### src/rtl/talm_pkg.sv
package talm_pkg;

  typedef enum logic [1:0] {
    MODE_LATCH    = 2'd0,
    MODE_TRACK    = 2'd1,
    MODE_CRIT     = 2'd2,
    MODE_CRIT_ALT = 2'd3
  } mode_e;

  // Packed from MSB down: hysteresis code, mode, window enable, output enable
  typedef struct packed {
    logic [1:0] hyst;
    mode_e      mode;
    logic       win_en;
    logic       out_en;
  } cfg_t;

  localparam int CFG_W = $bits(cfg_t);

  // Flag slot indices shared by the limit comparators and the event logic
  localparam int IDX_LOW  = 0;
  localparam int IDX_HIGH = 1;
  localparam int IDX_CRIT = 2;
  localparam int N_LIM    = 3;

  localparam int HYST_W = 7;

  // Hysteresis in LSB steps of 1/16 degree
  function automatic logic [HYST_W-1:0] hyst_steps(input logic [1:0] code);
    case (code)
      2'd0:    hyst_steps = 7'd0;
      2'd1:    hyst_steps = 7'd24;
      2'd2:    hyst_steps = 7'd48;
      default: hyst_steps = 7'd96;
    endcase
  endfunction

endpackage

### src/rtl/talm_regs.sv
module talm_regs
  import talm_pkg::*;
#(
  parameter int TEMP_W    = 13,
  parameter int RST_UPPER = 1360,
  parameter int RST_LOWER = -640,
  parameter int RST_CRIT  = 1520
) (
  input  logic                     clk,
  input  logic                     rst_n,
  input  logic                     wr_en,
  input  logic [1:0]               wr_addr,
  input  logic [TEMP_W-1:0]        wr_data,
  output cfg_t                     cfg_q,
  output logic signed [TEMP_W-1:0] upper_q,
  output logic signed [TEMP_W-1:0] lower_q,
  output logic signed [TEMP_W-1:0] crit_q
);

  localparam logic [1:0] A_CFG   = 2'd0;
  localparam logic [1:0] A_UPPER = 2'd1;
  localparam logic [1:0] A_LOWER = 2'd2;
  localparam logic [1:0] A_CRIT  = 2'd3;

  always_ff @(posedge clk or negedge rst_n) begin
    if (!rst_n) begin
      cfg_q   <= '0;
      upper_q <= TEMP_W'(RST_UPPER);
      lower_q <= TEMP_W'(RST_LOWER);
      crit_q  <= TEMP_W'(RST_CRIT);
    end else if (wr_en) begin
      case (wr_addr)
        A_CFG:   cfg_q   <= cfg_t'(wr_data[CFG_W-1:0]);
        A_UPPER: upper_q <= wr_data;
        A_LOWER: lower_q <= wr_data;
        A_CRIT:  crit_q  <= wr_data;
        default: ;
      endcase
    end
  end

endmodule

### src/rtl/talm_limit.sv
module talm_limit #(
  parameter int TEMP_W = 13,
  parameter bit ABOVE  = 1'b1
) (
  input  logic                     clk,
  input  logic                     rst_n,
  input  logic                     acc,
  input  logic signed [TEMP_W-1:0] temp,
  input  logic signed [TEMP_W-1:0] limit,
  input  logic signed [TEMP_W:0]   hyst,
  output logic                     flag_q,
  output logic                     flag_nxt
);

  localparam int EW = TEMP_W + 1;

  logic signed [EW-1:0] t_x, l_x, rel_x;
  logic trip, rel_ok;

  assign t_x = {temp[TEMP_W-1], temp};
  assign l_x = {limit[TEMP_W-1], limit};

  generate
    if (ABOVE) begin : g_above
      assign rel_x  = l_x - hyst;
      assign trip   = t_x > l_x;
      assign rel_ok = t_x <= rel_x;
    end else begin : g_below
      assign rel_x  = l_x + hyst;
      assign trip   = t_x < l_x;
      assign rel_ok = t_x >= rel_x;
    end
  endgenerate

  always_comb begin
    flag_nxt = flag_q;
    if (acc) begin
      if (trip)        flag_nxt = 1'b1;
      else if (rel_ok) flag_nxt = 1'b0;
    end
  end

  always_ff @(posedge clk or negedge rst_n) begin
    if (!rst_n) flag_q <= 1'b0;
    else        flag_q <= flag_nxt;
  end

endmodule

### src/rtl/talm_event.sv
module talm_event
  import talm_pkg::*;
(
  input  logic             clk,
  input  logic             rst_n,
  input  cfg_t             cfg,
  input  logic             acc,
  input  logic             sw_clr,
  input  logic [N_LIM-1:0] flag_q,
  input  logic [N_LIM-1:0] flag_nxt,
  output logic             int_q,
  output logic             active
);

  logic win_nxt, win_now;

  assign win_nxt = cfg.win_en & (flag_nxt[IDX_HIGH] | flag_nxt[IDX_LOW]);
  assign win_now = cfg.win_en & (flag_q[IDX_HIGH]   | flag_q[IDX_LOW]);

  always_ff @(posedge clk or negedge rst_n) begin
    if (!rst_n)                    int_q <= 1'b0;
    else if (cfg.mode != MODE_LATCH) int_q <= 1'b0;
    else if (acc && win_nxt)       int_q <= 1'b1;
    else if (sw_clr)               int_q <= 1'b0;
  end

  always_comb begin
    active = flag_q[IDX_CRIT];
    case (cfg.mode)
      MODE_LATCH: active = active | int_q;
      MODE_TRACK: active = active | win_now;
      default:    ;
    endcase
  end

endmodule

### src/rtl/temp_alarm_ctrl.sv
module temp_alarm_ctrl
  import talm_pkg::*;
#(
  parameter int TEMP_W    = 13,
  parameter int RST_UPPER = 1360,
  parameter int RST_LOWER = -640,
  parameter int RST_CRIT  = 1520
) (
  input  logic                     clk,
  input  logic                     rst_n,
  input  logic                     smp_valid,
  output logic                     smp_ready,
  input  logic signed [TEMP_W-1:0] smp_temp,
  input  logic                     wr_en,
  input  logic [1:0]               wr_addr,
  input  logic [TEMP_W-1:0]        wr_data,
  input  logic                     sw_clr,
  output logic                     event_n,
  output logic                     stat_crit,
  output logic                     stat_high,
  output logic                     stat_low,
  output logic                     int_pend
);

  localparam int EW = TEMP_W + 1;

  cfg_t                     cfg_q;
  logic signed [TEMP_W-1:0] upper_q, lower_q, crit_q;
  logic signed [EW-1:0]     hyst_x;
  logic [N_LIM-1:0][TEMP_W-1:0] lim_arr;
  logic [N_LIM-1:0]         flag_q, flag_nxt;
  logic                     ready_q, acc, active, int_q;
  logic                     cfg_out_en;
  mode_e                    cfg_mode;

  always_ff @(posedge clk or negedge rst_n) begin
    if (!rst_n) ready_q <= 1'b0;
    else        ready_q <= 1'b1;
  end

  assign smp_ready = ready_q;
  assign acc       = smp_valid & ready_q;

  talm_regs #(
    .TEMP_W(TEMP_W), .RST_UPPER(RST_UPPER),
    .RST_LOWER(RST_LOWER), .RST_CRIT(RST_CRIT)
  ) u_regs (
    .clk(clk), .rst_n(rst_n), .wr_en(wr_en), .wr_addr(wr_addr),
    .wr_data(wr_data), .cfg_q(cfg_q), .upper_q(upper_q),
    .lower_q(lower_q), .crit_q(crit_q)
  );

  assign hyst_x = signed'({{(EW-HYST_W){1'b0}}, hyst_steps(cfg_q.hyst)});

  assign lim_arr[IDX_LOW]  = lower_q;
  assign lim_arr[IDX_HIGH] = upper_q;
  assign lim_arr[IDX_CRIT] = crit_q;

  for (genvar i = 0; i < N_LIM; i++) begin : g_lim
    talm_limit #(.TEMP_W(TEMP_W), .ABOVE(i != IDX_LOW)) u_lim (
      .clk(clk), .rst_n(rst_n), .acc(acc), .temp(smp_temp),
      .limit(signed'(lim_arr[i])), .hyst(hyst_x),
      .flag_q(flag_q[i]), .flag_nxt(flag_nxt[i])
    );
  end

  talm_event u_evt (
    .clk(clk), .rst_n(rst_n), .cfg(cfg_q), .acc(acc), .sw_clr(sw_clr),
    .flag_q(flag_q), .flag_nxt(flag_nxt), .int_q(int_q), .active(active)
  );

  assign cfg_out_en = cfg_q.out_en;
  assign cfg_mode   = cfg_q.mode;

  assign event_n   = ~(cfg_out_en & active);
  assign stat_crit = flag_q[IDX_CRIT];
  assign stat_high = flag_q[IDX_HIGH];
  assign stat_low  = flag_q[IDX_LOW];
  assign int_pend  = int_q;

endmodule

### config.mk
export PLATFORM = sky130hd
export DESIGN_NAME = temp_alarm_ctrl
export DESIGN_NICKNAME = d
export VERILOG_FILES = /design/src/rtl/talm_pkg.sv /design/src/rtl/talm_regs.sv /design/src/rtl/talm_limit.sv /design/src/rtl/talm_event.sv /design/src/rtl/temp_alarm_ctrl.sv
export SDC_FILE = /design/constraint.sdc
export NUM_CORES = 1
export LEC_CHECK = 0
export ABC_AREA = 1
export BUFFER_PORTS_ARGS = -buffer_cell sky130_fd_sc_hd__buf_4
export CORE_MARGIN = 10
export CORE_UTILIZATION = 30
export DETAILED_ROUTE_END_ITERATION = 8
export GPL_TIMING_DRIVEN = 0
export PLACE_DENSITY = 0.51
export SKIP_LAST_GASP = 1
export SLEW_MARGIN = 5
export SYNTH_ARGS = -nofsm -noshare
export SYNTH_HDL_FRONTEND = slang
export SYNTH_SLANG_ARGS = --single-unit
### constraint.sdc
create_clock -name clk -period 6.8 [get_ports clk]
set_clock_uncertainty 0.05 [all_clocks]
set_input_delay 1.02 -clock clk [delete_from_list [all_inputs] [get_ports clk]]
set_output_delay 1.02 -clock clk [all_outputs]
set_load 0.01 [all_outputs]
==> results.toml, run 1 <==
[outcome]
status = "finished clean"

[timing]
worstMarginPinSlew_ns = 0.676
fmax_ghz = 0.270
setup-violations-final = 0
setup_ws_ns = 3.09
period_needed_ns = 3.71
timing.final.crit_share_pct = 54.6
slew_headroom_pct = 54.9
hold_viol = 0
rsz0062_at_grt = "no"
setup_tns_ns = 0
whs_ns = 0.438
finalMaxSlewViolations = 0

[route]
finalWirelength_um = 12200
vias = 4056
wl_per_cell_um = 14.1
vias_per_cell = 4.68
drt_first_pass_iters = 5
drt_iter0_drc = 225
remaining_drc_errors = 0
drtAntennaViolNets = 0

[finish]
post_route_cells_drive_above_1_share_pct = 11.5
final_common_cell = "nand2_1"
syn_to_final_growth_pct = 14.8
design_area_um2 = 5360
fill_cells = 1644
mostFrequentLayoutCells = "166 x nand2_1, 116 x inv_1, 84 x ha_1"
ff_latch_area_um2 = 1270
finalNonFillerCells = 866
multi_input_comb_area_um2 = 2940
utilization_pct = 35.2
num_antenna_cells = 0
nets = 797

[setup_path]
crit_buf_inv = 1
start_kind = "flop"
cpPeakStageDelay_ns = 0.44
startpoint = "u_regs.cfg_q[4]"
cp_slowest_cell = "dfrtp_1"
path_delay_family = "simple AND/OR/NAND/NOR gates"
r2r_start = "u_regs.cfg_q[4]"
critPathMaxFanout = 5
worstSetupPathType = "flop to flop"
cp_data_required_time_ns = 6.95
ff2ff_setup_slack_ns = 3.09
cp_common_cell = "nand2_1"
critPathArrivalTime_ns = 3.86
worst_setup_path_end_kind = "flop"

[global_routing]
track_usage_pct = 12.4
antenna_found_initial = 0
overflow = 0
grt_max_degree = 51
first_global_vias = 4145
grt_pass1_wl_um = 20200

[power]
leakage_nw = 2.87
p_total_mw = 1.35
ir_drop_mv = 0.106
p_per_area_nw_per_um2 = 252

[logic_synthesis]
yosysSeqAreaShare_pct = 27.2
synth.distinct_cells = 32
ys_warn_count = 0
synth_fp_nets = 752
ys_ff_latch = 50
avgSynthCellArea_um2 = 7.38
syn_inst = 632
mappedNetlistArea_um2 = 4670

[placement]
io_buffers = 38
hpwl_um = 10400
gp_congestion = 0.871
dp_slack_ns = 3.07
dp.cells = 858
placed_cell_area_um2 = 5190

[floorplanning]
placementRows = 45
pin_count = 39
die_x_um = 145
die-area_um2 = 20900
core_um2 = 15200
start_util_pct = 30.7
die_h_um = 145

[clock_tree]
post_cts_resized = 0
cts_tree = "done"
clk_latency_ns = 0.30
htree_levels = 2
clk_pin_slew_worst_paths_ns = 0.08
max-clock-path-buffers = 2
post_cts_buffers = 0
root_buffer = "clkbuf_16"
cts-buffers-inserted = 5
cts.sinks = 50
hold_buffers = 0

[worst_hold_path]
hold_path.class = "flop to flop"
holdCritStartpoint = "u_regs.crit_q[1]"

[run]
drv_cap = 0
[state kept, by name, indices dropped and copies added, names as in the netlist]
name and cells:
u_regs.crit_q 13, u_regs.lower_q 13, u_regs.upper_q 13, u_regs.cfg_q 6, g_lim.u_lim.flag_q 3, smp_ready 1
u_evt.int_q 1
[Yosys cell counts (all sizes together)]
| cell | number | area share, % |
|---|---|---|
| fa | 3 | 1.3 |
| a31oi | 4 | 0.54 |
| o31ai | 2 | 0.32 |
| nand3 | 28 | 3.3 |
| dfrtp | 35 | 19 |
| inv | 116 | 9.3 |
| o21ai | 57 | 6.4 |
| nor3 | 6 | 0.86 |
| nand3b | 2 | 0.32 |
| nand2 | 166 | 13 |
| clkbuf | 7 | 0.56 |
| ha | 84 | 23 |
| or2 | 2 | 0.32 |
| o21bai | 1 | 0.16 |
| xnor2 | 5 | 0.94 |
| nor2 | 37 | 3.2 |
| dfstp | 15 | 8.4 |
| a21oi | 29 | 3.2 |
| o211ai | 2 | 0.32 |
| xor2 | 22 | 4.6 |
| conb | 1 | 0.080 |
| and3 | 1 | 0.13 |
| nand4 | 7 | 1.1 |
[logic make-up (layout without fill, tap and decap cells)]
kind of cell / after synthesis / in the layout / synth area share, %
AOI/OAI and AO/OA: 95 / 95 / 10.9
xor gates and xnor gates: 27 / 27 / 5.55
adders and majority gates: 87 / 87 / 23.8
buffers and inverters: 123 / 169 / 9.89
DFF: 50 / 50 / 27.2
other: 1 / 1 / 0.0804
and+or+nand+nor: 249 / 249 / 22.6
[metal layers]
layer / up-vias / wire, µm / global-route usage [%]
met3: 9 / 568 / 2.09
met4: 0 / 145 / 2.87
met5: - / 0 / 0
li1: 2107 / - / -
met2: 57 / 5860 / 21.3
met1: 1883 / 5680 / 15.7
[path summary, 6_finish.rpt]
kind / endpoint / depth (start not counted)
worst max-delay path: u_evt.int_q / 25
worst min-delay path: u_regs.crit_q[1] / 2
worst max register to register: u_evt.int_q / 25
worst min register to register: u_regs.crit_q[1] / 2
max in group asynchronous: g_lim[0].u_lim.flag_q / 1
min in group asynchronous: u_regs.upper_q[9] / 1
[cell type report]
type                            count  area share [%]
Tap cell                          188            4.39
Buffer                              7           0.491
Inverter                          116            8.13
Sequential cell                    50            23.7
Clock inverter                      3           0.818
Multi-Input combinational cell    459            54.8
Timing Repair Buffer               38            5.33
Clock buffer                        5            2.34
[worst min-delay path, delay by kind of cell (launching register included)]
kind,cells,cell delay (ns)
AO/OA/AOI/OAI,1,0.06
flip-flops,1,0.35
AND/OR/NAND/NOR,1,0.05
[power breakdown]
group	switching [mW]	internal, mW	leakage (nW)	total, mW
combinational	0.375	0.268	2.20	0.643
sequential	0.0491	0.360	0.590	0.409
clock	0.124	0.175	0.0842	0.299
Note: power is estimated with default switching activity, not from simulation.
==> inputs of run 2 (changes only) <==
clock period = 3.8 ns   (was 6.8 ns; I/O delays follow)
==> results.toml, run 2 (same netlist as run 1, synthesis figures left out) <==
[timing]
timing.final.crit_share_pct = 91.1
slew_headroom_pct = 54.8
whs_ns = 0.250
period_needed_ns = 3.46
worstMarginPinSlew_ns = 0.678
setup-violations-final = 0
setup_tns_ns = 0
rsz0062_at_grt = "yes"
finalMaxSlewViolations = 0
fmax_ghz = 0.289
hold_viol = 0

[floorplanning]
core_um2 = 15200
die_x_um = 145
pin_count = 39
start_util_pct = 30.7
die_h_um = 145
placementRows = 45
die-area_um2 = 20900

[clock_tree]
clk_pin_slew_worst_paths_ns = 0.08
cts-buffers-inserted = 5
cts_tree = "done"
clk_latency_ns = 0.30
cts.sinks = 50
max-clock-path-buffers = 2
htree_levels = 2
root_buffer = "clkbuf_16"

[route]
remaining_drc_errors = 0
finalWirelength_um = 12300
wl_per_cell_um = 14.2
vias = 4086
vias_per_cell = 4.70
drt_iter0_drc = 191
drtAntennaViolNets = 0
drt_first_pass_iters = 6

[power]
ir_drop_mv = 0.191
leakage_nw = 2.88
p_per_area_nw_per_um2 = 453
p_total_mw = 2.47

[setup_path]
r2r_cells = 24
worstSetupPathType = "flop to flop"
critPathArrivalTime_ns = 3.61
crit_end = "u_evt.int_q"
reg2reg_to = "u_evt.int_q"
path_delay_family = "simple AND/OR/NAND/NOR gates"
worst_setup_path_end_kind = "flop"
cp_data_required_time_ns = 3.95
cp_slowest_cell = "dfrtp_1"
r2r_start = "u_regs.cfg_q[4]"
crit_buf_inv = 3
cp_common_cell = "nand2_1"
cp.depth = 24
crit_chain = "inv_1, ha_4, nor2_4, inv_1, ha_4, nand3_1, nand2_1, nand2_1, a21oi_2, nand2_2, nor3_2, xor2_1, ha_1, nand2_1, nor2_2, buf_4, a21oi_2, nand3_1, nand3_1, nand2_1, nand2_2, nand3_1, nand2_1, nand2_1"
cpPeakStageDelay_ns = 0.44
startpoint = "u_regs.cfg_q[4]"
critPathMaxFanout = 5
ff2ff_setup_slack_ns = 0.34
start_kind = "flop"

[finish]
finalNonFillerCells = 869
fill_cells = 1633
multi_input_comb_area_um2 = 3010
ff_latch_area_um2 = 1270
design_area_um2 = 5450
nets = 800
post_route_cells_drive_above_1_share_pct = 14.0
syn_to_final_growth_pct = 16.8
num_antenna_cells = 0
reg_top3 = "u_regs.crit_q (13), u_regs.lower_q (13), u_regs.upper_q (13)"
mostFrequentLayoutCells = "164 x nand2_1, 115 x inv_1, 80 x ha_1"
final_common_cell = "nand2_1"

[placement]
placed_cell_area_um2 = 5190
io_buffers = 38
dp.cells = 858
gp_congestion = 0.871
hpwl_um = 10400

[global_routing]
track_usage_pct = 12.4
first_global_vias = 4145
grt_max_degree = 51
antenna_found_initial = 0
overflow = 0
grt_pass1_wl_um = 20200

[outcome]
status = "finished clean"

[worst_hold_path]
hold_path.class = "primary input to asynchronous set/reset pin"

[run]
drv_cap = 0
-- run 2: cell count changes in the layout (fill, tap and decap cells not counted), sizes merged --
| cell | delta |
|---|---|
| buf | +3 |
-- run 2: where the power goes --
| group | internal, mW | switching [mW] | total, mW |
|---|---|---|---|
| Sequential | 0.644 | 0.0898 | 0.733 |
| Clock | 0.313 | 0.223 | 0.535 |
| Combinational | 0.508 | 0.692 | 1.20 |
| Total | 1.46 | 1.00 | 2.47 |
-- run 2: through the flow --
stage	util, %	worst slack (ns)
2_1_floorplan	-	0.646
5_1_grt	35.8	0.00424
3_3_place_gp	34.1	0.101
4_1_cts	35.2	0.0445
6_report	35.8	0.338
3_5_place_dp	34.1	0.0720
-- run 2: worst min-delay path by stage --
stage,start,to,slack (ns),cells past startpoint
3_5_place_dp,u_regs.upper_q[1],u_regs.upper_q[1],0.42,2
6_report,rst_n,u_regs.upper_q[9],0.25,1
5_1_grt,rst_n,u_regs.upper_q[9],0.31,1
4_1_cts,rst_n,u_regs.lower_q[6],0.29,1
3_3_place_gp,u_regs.crit_q[1],u_regs.crit_q[1],0.42,2
2_1_floorplan,rst_n,g_lim[0].u_lim.flag_q,0.22,0
-- run 2: cell type report --
type,instances,area share (%)
clock inverters,3,0.804
clock buffers,5,2.30
multi-input cells,459,55.2
well taps,188,4.32
plain buffers,7,0.482
repair buffers,41,5.65
inverters,116,7.99
flip-flops and latches,50,23.3
-- run 2: worst reg2reg max path, cell delays in order (launching register included) --
cell     delay [ns]
dfrtp_1        0.44
inv_1          0.11
ha_4           0.18
nor2_4         0.12
inv_1          0.08
ha_4           0.29
nand3_1        0.06
nand2_1        0.10
nand2_1        0.07
a21oi_2        0.20
nand2_2        0.09
nor3_2         0.13
xor2_1         0.17
ha_1           0.25
nand2_1        0.09
nor2_2         0.05
buf_4          0.13
a21oi_2        0.15
nand3_1        0.09
nand3_1        0.10
nand2_1        0.13
nand2_2        0.10
nand3_1        0.07
nand2_1        0.07
nand2_1        0.05
-- run 2: routing by layer --
layer  vias up  track usage, %  part of all wire [%]
met2        63            21.3                    48
li1       2114               -                     -
met4         0            2.87                   1.2
met5         -               0                     0
met3         9            2.09                   4.2
met1      1900            15.7                    47
-- run 2: repair_timing --
action,4_1_cts,5_1_grt
resized for setup,0,17
setup buffers,0,3
setup endpoints to repair,0,4
hold buffers,0,0
